==> config.mk <==
export PLATFORM = sky130hd
export DESIGN_NAME = fg_phase_lock
export DESIGN_NICKNAME = d
export VERILOG_FILES = /design/src/rtl/fgpl_pkg.sv /design/src/rtl/fgpl_edge_meter.sv /design/src/rtl/fgpl_phase_det.sv /design/src/rtl/fgpl_lock_qual.sv /design/src/rtl/fg_phase_lock.sv
export SDC_FILE = /design/constraint.sdc
export NUM_CORES = 1
export LEC_CHECK = 0
export BUFFER_PORTS_ARGS = -buffer_cell sky130_fd_sc_hd__buf_4
export CORE_MARGIN = 5
export CORE_UTILIZATION = 52
export DETAILED_ROUTE_END_ITERATION = 8
export PLACE_DENSITY_LB_ADDON = 0.3
export SETUP_SLACK_MARGIN = 0.1
export SLEW_MARGIN = 20
export SYNTH_ARGS = -nofsm -noshare
export SYNTH_HDL_FRONTEND = slang
export SYNTH_HIERARCHICAL = 1
export SYNTH_SLANG_ARGS = --single-unit
==> constraint.sdc <==
create_clock -name clk -period 7.2 [get_ports clk]
set_clock_uncertainty 0.1 [all_clocks]
set_input_delay 1.08 -clock clk [delete_from_list [all_inputs] [get_ports clk]]
set_output_delay 1.08 -clock clk [all_outputs]
set_load 0.02 [all_outputs]
==> src/rtl/fgpl_pkg.sv <==
package fgpl_pkg;
  // Phase comparator state: which edge opened the pending error pulse
  typedef enum logic [1:0] {
    PD_IDLE = 2'd0,
    PD_UP   = 2'd1,
    PD_DN   = 2'd2
  } pd_state_e;
endpackage

==> src/rtl/fgpl_edge_meter.sv <==
module fgpl_edge_meter #(
  parameter int PER_W = 16
) (
  input  logic             clk,
  input  logic             rst_n,
  input  logic             run_en,
  input  logic             sig_in,
  output logic             edge_o,
  output logic [PER_W-1:0] period_o,
  output logic             valid_o
);
  localparam logic [PER_W-1:0] CNT_MAX = '1;

  logic             sig_q;
  logic [PER_W-1:0] cnt_q, cnt_d;
  logic [PER_W-1:0] per_q, per_d;
  logic [1:0]       seen_q, seen_d;

  assign edge_o   = sig_in & ~sig_q;
  assign period_o = per_q;
  assign valid_o  = (seen_q == 2'd2);

  always_comb begin
    cnt_d  = cnt_q;
    per_d  = per_q;
    seen_d = seen_q;
    if (!run_en) begin
      cnt_d  = '0;
      per_d  = '0;
      seen_d = 2'd0;
    end else if (edge_o) begin
      cnt_d = PER_W'(1);
      per_d = cnt_q;
      if (seen_q != 2'd2) seen_d = seen_q + 2'd1;
    end else if (cnt_q != CNT_MAX) begin
      cnt_d = cnt_q + PER_W'(1);
    end
  end

  always_ff @(posedge clk or negedge rst_n) begin
    if (!rst_n) begin
      sig_q  <= 1'b0;
      cnt_q  <= '0;
      per_q  <= '0;
      seen_q <= 2'd0;
    end else begin
      sig_q  <= sig_in;
      cnt_q  <= cnt_d;
      per_q  <= per_d;
      seen_q <= seen_d;
    end
  end
endmodule

==> src/rtl/fgpl_phase_det.sv <==
module fgpl_phase_det
  import fgpl_pkg::*;
#(
  parameter int LOCK_TH = 64
) (
  input  logic clk,
  input  logic rst_n,
  input  logic run_en,
  input  logic ref_edge,
  input  logic fg_edge,
  output logic up_o,
  output logic dn_o,
  output logic win_good_o
);
  localparam int              ERR_W   = $clog2(LOCK_TH + 1);
  localparam logic [ERR_W-1:0] ERR_SAT = ERR_W'(LOCK_TH);

  pd_state_e        st_q, st_d;
  logic [ERR_W-1:0] err_q, err_d;

  assign up_o       = (st_q == PD_UP);
  assign dn_o       = (st_q == PD_DN);
  assign win_good_o = fg_edge && (err_q < ERR_SAT);

  always_comb begin
    st_d = st_q;
    if (!run_en) begin
      st_d = PD_IDLE;
    end else begin
      unique case (st_q)
        PD_IDLE: begin
          if (ref_edge && !fg_edge)      st_d = PD_UP;
          else if (fg_edge && !ref_edge) st_d = PD_DN;
        end
        PD_UP:   if (fg_edge)  st_d = ref_edge ? PD_UP : PD_IDLE;
        PD_DN:   if (ref_edge) st_d = fg_edge  ? PD_DN : PD_IDLE;
        default: st_d = PD_IDLE;
      endcase
    end
  end

  // error cycles accumulated over one tachometer period
  always_comb begin
    err_d = err_q;
    if (!run_en || fg_edge)                        err_d = '0;
    else if ((st_q != PD_IDLE) && (err_q != ERR_SAT)) err_d = err_q + ERR_W'(1);
  end

  always_ff @(posedge clk or negedge rst_n) begin
    if (!rst_n) begin
      st_q  <= PD_IDLE;
      err_q <= '0;
    end else begin
      st_q  <= st_d;
      err_q <= err_d;
    end
  end
endmodule

==> src/rtl/fgpl_lock_qual.sv <==
module fgpl_lock_qual #(
  parameter int LOCK_N   = 8,
  parameter int MASK_CYC = 1000
) (
  input  logic clk,
  input  logic rst_n,
  input  logic run_en,
  input  logic fg_edge,
  input  logic win_good,
  output logic raw_lock_o,
  output logic lock_o
);
  localparam int              RUN_W   = $clog2(LOCK_N + 1);
  localparam logic [RUN_W-1:0] RUN_SAT = RUN_W'(LOCK_N);

  logic [RUN_W-1:0] run_q, run_d;

  assign raw_lock_o = (run_q == RUN_SAT);

  always_comb begin
    run_d = run_q;
    if (!run_en)              run_d = '0;
    else if (fg_edge) begin
      if (!win_good)          run_d = '0;
      else if (run_q != RUN_SAT) run_d = run_q + RUN_W'(1);
    end
  end

  always_ff @(posedge clk or negedge rst_n) begin
    if (!rst_n) run_q <= '0;
    else        run_q <= run_d;
  end

  generate
    if (MASK_CYC == 0) begin : g_direct
      assign lock_o = raw_lock_o;
    end else begin : g_mask
      localparam int              MSK_W   = $clog2(MASK_CYC + 1);
      localparam logic [MSK_W-1:0] MSK_SAT = MSK_W'(MASK_CYC);
      logic [MSK_W-1:0] msk_q, msk_d;

      always_comb begin
        msk_d = msk_q;
        if (!run_en || !raw_lock_o) msk_d = '0;
        else if (msk_q != MSK_SAT)  msk_d = msk_q + MSK_W'(1);
      end

      always_ff @(posedge clk or negedge rst_n) begin
        if (!rst_n) msk_q <= '0;
        else        msk_q <= msk_d;
      end

      assign lock_o = raw_lock_o && (msk_q == MSK_SAT);
    end
  endgenerate
endmodule

==> src/rtl/fg_phase_lock.sv <==
module fg_phase_lock #(
  parameter int MAX_PERIOD = 65535,
  parameter int LOCK_TH    = 64,
  parameter int LOCK_N     = 8,
  parameter int MASK_CYC   = 1000
) (
  input  logic clk,
  input  logic rst_n,
  input  logic ref_in,
  input  logic fg_in,
  input  logic run_en,
  input  logic speed_en,
  output logic err_up,
  output logic err_dn,
  output logic lock_out,
  output logic ilim_low
);
  localparam int PER_W = $clog2(MAX_PERIOD + 1);
  localparam int CMP_W = PER_W + 7;

  // reset: asserted asynchronously, released on the clock
  logic [1:0] rst_sync_q;
  logic       rst_n_s;
  always_ff @(posedge clk or negedge rst_n) begin
    if (!rst_n) rst_sync_q <= 2'b00;
    else        rst_sync_q <= {rst_sync_q[0], 1'b1};
  end
  assign rst_n_s = rst_sync_q[1];

  // index 0: reference, index 1: tachometer
  logic [1:0]       sig_vec, edge_vec, valid_vec;
  logic [PER_W-1:0] per_arr [2];
  assign sig_vec = {fg_in, ref_in};

  for (genvar i = 0; i < 2; i++) begin : g_meter
    fgpl_edge_meter #(.PER_W(PER_W)) u_meter (
      .clk      (clk),
      .rst_n    (rst_n_s),
      .run_en   (run_en),
      .sig_in   (sig_vec[i]),
      .edge_o   (edge_vec[i]),
      .period_o (per_arr[i]),
      .valid_o  (valid_vec[i])
    );
  end

  logic win_good;
  logic raw_lock;

  fgpl_phase_det #(.LOCK_TH(LOCK_TH)) u_pd (
    .clk        (clk),
    .rst_n      (rst_n_s),
    .run_en     (run_en),
    .ref_edge   (edge_vec[0]),
    .fg_edge    (edge_vec[1]),
    .up_o       (err_up),
    .dn_o       (err_dn),
    .win_good_o (win_good)
  );

  fgpl_lock_qual #(.LOCK_N(LOCK_N), .MASK_CYC(MASK_CYC)) u_lq (
    .clk        (clk),
    .rst_n      (rst_n_s),
    .run_en     (run_en),
    .fg_edge    (edge_vec[1]),
    .win_good   (win_good),
    .raw_lock_o (raw_lock),
    .lock_o     (lock_out)
  );

  // faster than 95 % of target: 95 * T_fg < 100 * T_ref
  logic [CMP_W-1:0] fg_scaled, ref_scaled;
  assign fg_scaled  = CMP_W'(per_arr[1]) * CMP_W'(95);
  assign ref_scaled = CMP_W'(per_arr[0]) * CMP_W'(100);
  assign ilim_low   = speed_en && (&valid_vec) && (fg_scaled < ref_scaled);
endmodule

Word level (Yosys, flattened, before mapping)
Cells that the tools add are included.
{"block": "op_classes", "muxes": 32, "n_lt_le_gt_ge": 2, "addsub": 7, "mul": 2, "bitwise": 4, "reduce_logical": 22, "n_eq_ne": 23}
{"operator": "16-bit 2-to-1 mux", "count": 10}
{"operator": "16-bit by 1-bit adder with 16-bit output, second input constant", "count": 2}
{"operator": "16-bit != test, second input constant", "count": 2}
{"operator": "2-bit 2-to-1 mux", "count": 12}
{"operator": "23-bit less-than comparator", "count": 1}
{"operator": "16-bit by 7-bit multiplier with 23-bit output, second input constant", "count": 1}
{"operator": "16-bit by 5-bit multiplier with 21-bit output, second input constant", "count": 1}
{"operator": "10-bit 2-to-1 mux", "count": 2}
{"operator": "4-bit 2-to-1 mux", "count": 4}
{"operator": "7-bit 2-to-1 mux", "count": 2}
{"operator": "10-bit by 1-bit adder with 10-bit output, second input constant", "count": 1}
{"operator": "10-bit equality test, second input constant", "count": 1}
{"operator": "10-bit != test, second input constant", "count": 1}
{"operator": "2-bit by 1-bit != test with 1-bit output, second input constant", "count": 4}
{"operator": "2-bit AND reduction", "count": 4}
{"operator": "7-bit by 1-bit adder with 7-bit output, second input constant", "count": 1}
{"operator": "1-bit logical AND", "count": 7}
{"operator": "7-bit less-than comparator, second input constant", "count": 1}
{"operator": "7-bit != test, second input constant", "count": 1}
{"operator": "2-bit equality test, second input constant", "count": 3}
{"operator": "3-bit by 1-bit != test with 1-bit output, second input constant", "count": 2}
{"operator": "3-bit by 2-bit != test with 1-bit output, second input constant", "count": 2}
{"operator": "2-bit one-hot mux with 3 select lines", "count": 1}
{"operator": "2-bit nonzero test", "count": 3}
{"operator": "15 further kinds", "count": 23}
{"block": "word_totals", "reg_bits": 95, "output_inout_bits": 4, "wordCells": 105, "in_bits": 6}

Longest topological paths before layout
{"block": "depth", "word_depth": 8, "ltp_mapped": 22, "depth_no_buf": 22}

Cells and area by module
Netlist, hierarchy kept.
{"mod": "fg_phase_lock", "cells_each": 563, "area_per_inst_um2": 4854.7, "seq_area_each_um2": 50.0, "n_inst": 1}
{"mod": "fgpl_edge_meter", "cells_each": 174, "area_per_inst_um2": 1676.6, "seq_area_each_um2": 875.8, "n_inst": 2}
{"mod": "fgpl_lock_qual", "cells_each": 87, "area_per_inst_um2": 797.0, "seq_area_each_um2": 350.3, "n_inst": 1}
{"mod": "fgpl_phase_det", "cells_each": 52, "area_per_inst_um2": 498.0, "seq_area_each_um2": 225.2, "n_inst": 1}

Least setup slack after synthesis
Ideal clock, no wire load.
{"block": "synth_timing", "path_kind": "register to output", "from": "reg g_meter[1].u_meter.per_q[4]", "to": "out ilim_low", "path_buffers": 0, "path_slack_ns": 0.808, "required_ns": 6.020, "t_arrival_ns": 5.212, "path_stages_with_launch": 22, "path_cell_list": "dfrtp_1 fa_1 inv_1 fa_1 inv_1 fa_1 inv_1 fa_1 inv_1 ha_1 or3_4 o2111a_1 nand2b_4 a221o_1 a21oi_2 xnor2_1 ha_1 a21oi_1 nor2b_1 o21ai_0 o211ai_1 a31oi_1"}
{"block": "synth_between", "elab_chain_cells": 3}
{"element": "start: declaration", "line": "fgpl_edge_meter.sv:16", "rtl": "logic [PER_W-1:0] per_q, per_d;"}
{"element": "start signal: assignment", "line": "fgpl_edge_meter.sv:49", "rtl": "per_q <= per_d;"}
{"element": "16-bit by 7-bit multiplier with 23-bit output", "line": "fg_phase_lock.sv:73", "rtl": "assign fg_scaled = CMP_W'(per_arr[1]) * CMP_W'(95);"}
{"element": "23-bit less-than comparator", "line": "fg_phase_lock.sv:75", "rtl": "assign ilim_low = speed_en && (&valid_vec) && (fg_scaled < ref_scaled);"}
{"element": "1-bit logical AND", "line": "fg_phase_lock.sv:75"}
{"element": "end: declaration", "line": "fg_phase_lock.sv:16", "rtl": "output logic ilim_low"}
No other way between the ends.

Worst setup path after layout
{"block": "layout_timing", "from": "reg g_meter[1].u_meter.per_q[7]", "to": "out ilim_low"}
Same word-level chain as after synthesis.

==> results by group <==
Status
  • Outcome: complete, no violations

Synth
  • Mapped Nets: 1255
  • #FFs+latches synth: 95
  • Synth warn: 6
  • Asr flop ratio synth: 1.000
  • Seq/Total Area, Yosys: 0.2502
  • Synth cell types: 70
  • Netlist Area Pre-Place: 0.009503 mm^2
  • Synth Area in XOR/XNOR: 0.03687
  • Cells after Synth: 1050
  • Top cells by area, synth: dfrtp_1, ha_1, fa_1
  • Adder-Cell Fraction of Synth Area: 0.3155
  • Synth Area in Simple Gates: 0.1558
  • Largest family of logic cells by synthesized area: adder cells
  • Mux cell area share after synthesis: 0.009480
  • Syn_area_per_cell: 9.050 um^2
  • Synth area leader: dfrtp_1
  • Main synth FF type: dfrtp_1
  • Post-synth EDFFs: 0
  • Compound-Gate Fraction of Synth Area: 0.1513
  • Yosys top cell area share: 0.2502

Pwr
  • Sw Share: 0.2312
  • Int Pwr: 880.7 uW
  • Clock power share: 0.454
  • Pwr Total: 1.146 mW
  • Pwr dens: 111.9 mW/mm^2
  • Leakage Power: 5.123 nW
  • Reg power frac: 0.481
  • Worst vdd ir: 0.09246 mV
  • Switching pwr: 264.8 uW
  • Comb pwr share: 0.065

STA
  • Final period util: 0.9485
  • Final slew viol count: 0
  • # setup viols final: 0
  • Fmax: 0.1464 GHz
  • Unrepaired setup endpoints after global routing: false
  • Worst Max-Slew Pin Slew: 0.9652 ns
  • Setup Total Neg Slack: 0 ns
  • Slew HR: 0.3512
  • Final min period: 6.829 ns
  • Setup slack after layout: 0.3707 ns
  • Final-report hold violation count: 0

Global routing
  • First-pass GRT wire length: 31560 um
  • Total global-route track usage: 0.1720
  • Vias in the first global route: 6786
  • Largest net degree at the start of global routing: 71
  • Grt ovf: 0
  • Initial antenna violation count: 0

Min path
  • Worst min path class: reg2async

Placed design
  • # port buffers: 9
  • Gpl congestion: 0.8298
  • Dpl hpwl: 13720 um
  • Dpl ws: 0.4597 ns
  • DP Area: 0.009774 mm^2

Worst setup path
  • Cells along the critical path: fa_1 -> fa_1 -> fa_1 -> inv_1 -> fa_1 -> inv_1 -> ha_1 -> or3_4 -> o2111a_1 -> nand2b_4 -> a221o_1 -> a21oi_2 -> xnor2_1 -> ha_1 -> nand4_1 -> nor2_1 -> a21oi_1 -> o211ai_1 -> a31oi_1 -> buf_4
  • Crit path launch type: flip-flop
  • Critical Path Stages: 20
  • Endpoint arrival time on the critical path: 5.65 ns
  • Worst setup EP type: primary output
  • Largest fanout on the critical path: 7
  • Top delay family on crit path: adder cells
  • Reg2Reg Setup Slack: 4.86 ns
  • CP Data Required Time: 6.02 ns
  • Critical path class: reg2out
  • Slowest cell on the critical path: fa_1
  • Cell mode on critical path: fa_1
  • Critical Path Start: g_meter[1].u_meter/period_o[7]
  • R2r startpoint: g_meter[0].u_meter/sig_q
  • FF-to-FF End: u_pd/st_q[1]
  • WP buf/inv: 3
  • Critical path's largest stage delay: 0.54 ns
  • Crit path to: ilim_low
  • R2R depth: 5

Floorplanning
  • Die Y: 145.2 um
  • Die X-Extent: 145.2 um
  • I/O Pins: 10
  • Core area: 0.01796 mm^2
  • # rows: 49
  • DIE AREA: 0.02108 mm^2
  • Starting Density: 0.5290

Finish
  • Share of cells above drive strength 1: 0.08851
  • Nets: 1263
  • Utilization after layout: 0.5700
  • Fill cell count: 1644
  • Area delta synth->final: 7.742%
  • Design area: 0.01024 mm^2
  • ANT cells: 0

CTS
  • Clock slew at reported path FFs: 0.07 ns
  • Num CTS Buffers: 9
  • Cts hold-fix bufs: 0
  • H-tree levels: 3
  • Clk_lat worst skew: 0.35 ns
  • CTS Buffer Depth: 2
  • CTS tree: done
  • Total clock sinks: 95
  • CTS root buf: clkbuf_16

Route
  • First-pass DRT Iterations: 4
  • Starting DRT DRC Count: 336
  • Final wirelength: 17970 um
  • Antenna-violating nets left: 0
  • Vias: 7082
  • Drc violations: 0
  • Vias per cell: 5.486
  • Post-DR wirelength/cell: 13.92 um

Run
  • Total of max-cap violations: 0
layer usage:
layer	vias up	wire, um	GRT usage
li1	3571	-	-
met1	3458	9190	0.2478
met2	40	8382	0.2795
met3	13	244	0.02183
met4	0	153	0.03825
met5	-	0	0
synth_stat cells (all sizes together), types with 10 or more instances:
master / n
a21o: 22
nor2: 40
inv: 173
a21oi: 64
or3: 22
fa: 65
clkbuf: 17
a21boi: 42
ha: 134
dfrtp: 95
o21ai: 41
xnor2: 18
nor3: 14
nand3: 18
nand2b: 12
nand4: 18
o31ai: 10
nand2: 110
xor2: 22
worst min-delay path by stage:
stage                              from                             end  slack, ns  cells after the start
after floorplan           rst_sync_q[0]                   rst_sync_q[1]       0.23                      0
after global placement    rst_sync_q[1]     g_meter[1].u_meter/cnt_q[2]       0.13                      0
after detailed placement  rst_sync_q[1]     g_meter[1].u_meter/cnt_q[2]       0.14                      0
after CTS                 rst_sync_q[1]  g_meter[1].u_meter/period_o[7]       0.14                      0
after global routing      rst_sync_q[1]     g_meter[1].u_meter/cnt_q[2]       0.16                      0
final                     rst_sync_q[1]     g_meter[1].u_meter/cnt_q[2]       0.13                      0
cell type report:
| cell class | count | area (um^2) | area share |
|---|---|---|---|
| Multi-Input combinational cell | 755 | 6421 | 0.6272 |
| Sequential cell | 95 | 2395 | 0.2339 |
| Inverter | 175 | 656.9 | 0.06416 |
| Tap cell | 229 | 286.5 | 0.02798 |
| Clock buffer | 12 | 246.5 | 0.02407 |
| Timing Repair Buffer | 22 | 165.2 | 0.01613 |
| Clock inverter | 3 | 67.56 | 0.006599 |
timing repair:
action | in CTS | in global routing
endpoints found under the setup margin | 1 | 1
pin swaps | 0 | 17
buffers inserted | 0 | 10
resized for setup | 1 | 32
cells in the final DEF, fill, tap and decap left out, drive strengths merged, types with 5 or more instances in the layout:
cell type / netlist / routed
nand2: 110 / 110
nand3: 18 / 18
fa: 65 / 65
dfrtp: 95 / 95
a21oi: 64 / 64
or4: 9 / 9
mux2i: 9 / 9
o21a: 7 / 7
buf: 8 / 22
o21ai: 41 / 41
clkbuf: 17 / 12
and4: 5 / 5
nand4: 18 / 18
xor2: 22 / 22
or3: 22 / 22
inv: 173 / 173
a31oi: 6 / 6
nand2b: 12 / 12
nor3: 14 / 14
and3: 5 / 5
nor2: 40 / 40
a21o: 22 / 22
nor2b: 5 / 5
xnor2: 18 / 18
ha: 134 / 134
o31ai: 10 / 10
a21boi: 42 / 42
stage by stage:
stage	cells	hold WS, ns
after floorplan	1050	0.2312
after global placement	1266	0.1336
after detailed placement	1266	0.1375
after CTS	1281	0.1416
after global routing	1291	0.1611
final	1291	0.1269
cells by family (layout without fill, tap and decap cells):
group	after synthesis	after routing
simple gates	281	281
compound gates	223	223
fa+ha+maj	201	201
buf+inv	200	212
flops	95	95
xor+xnor	40	40
mux	9	9
other cells	1	1
power by group through the flow:
stage | logic (mW) | clock network (mW) | registers, mW
after floorplan | 0.0507 | 0 | 0.563
after global placement | 0.0732 | 0 | 0.560
after detailed placement | 0.0749 | 0 | 0.561
after CTS | 0.0753 | 0.538 | 0.551
after global routing | 0.0860 | 0.560 | 0.552
final | 0.0750 | 0.520 | 0.550
state kept, by name (all words and copies together) (netlist names):
signal / cells
u_lq/g_mask.msk_q: 10
u_pd/st_q: 2
u_lq/run_q: 4
rst_sync_q: 2
g_meter.u_meter/cnt_q: 32
g_meter.u_meter/period_o: 32
g_meter.u_meter/sig_q: 2
g_meter.u_meter/seen_q: 4
u_pd/err_q: 7
Power figures use the tool's default switching activity.
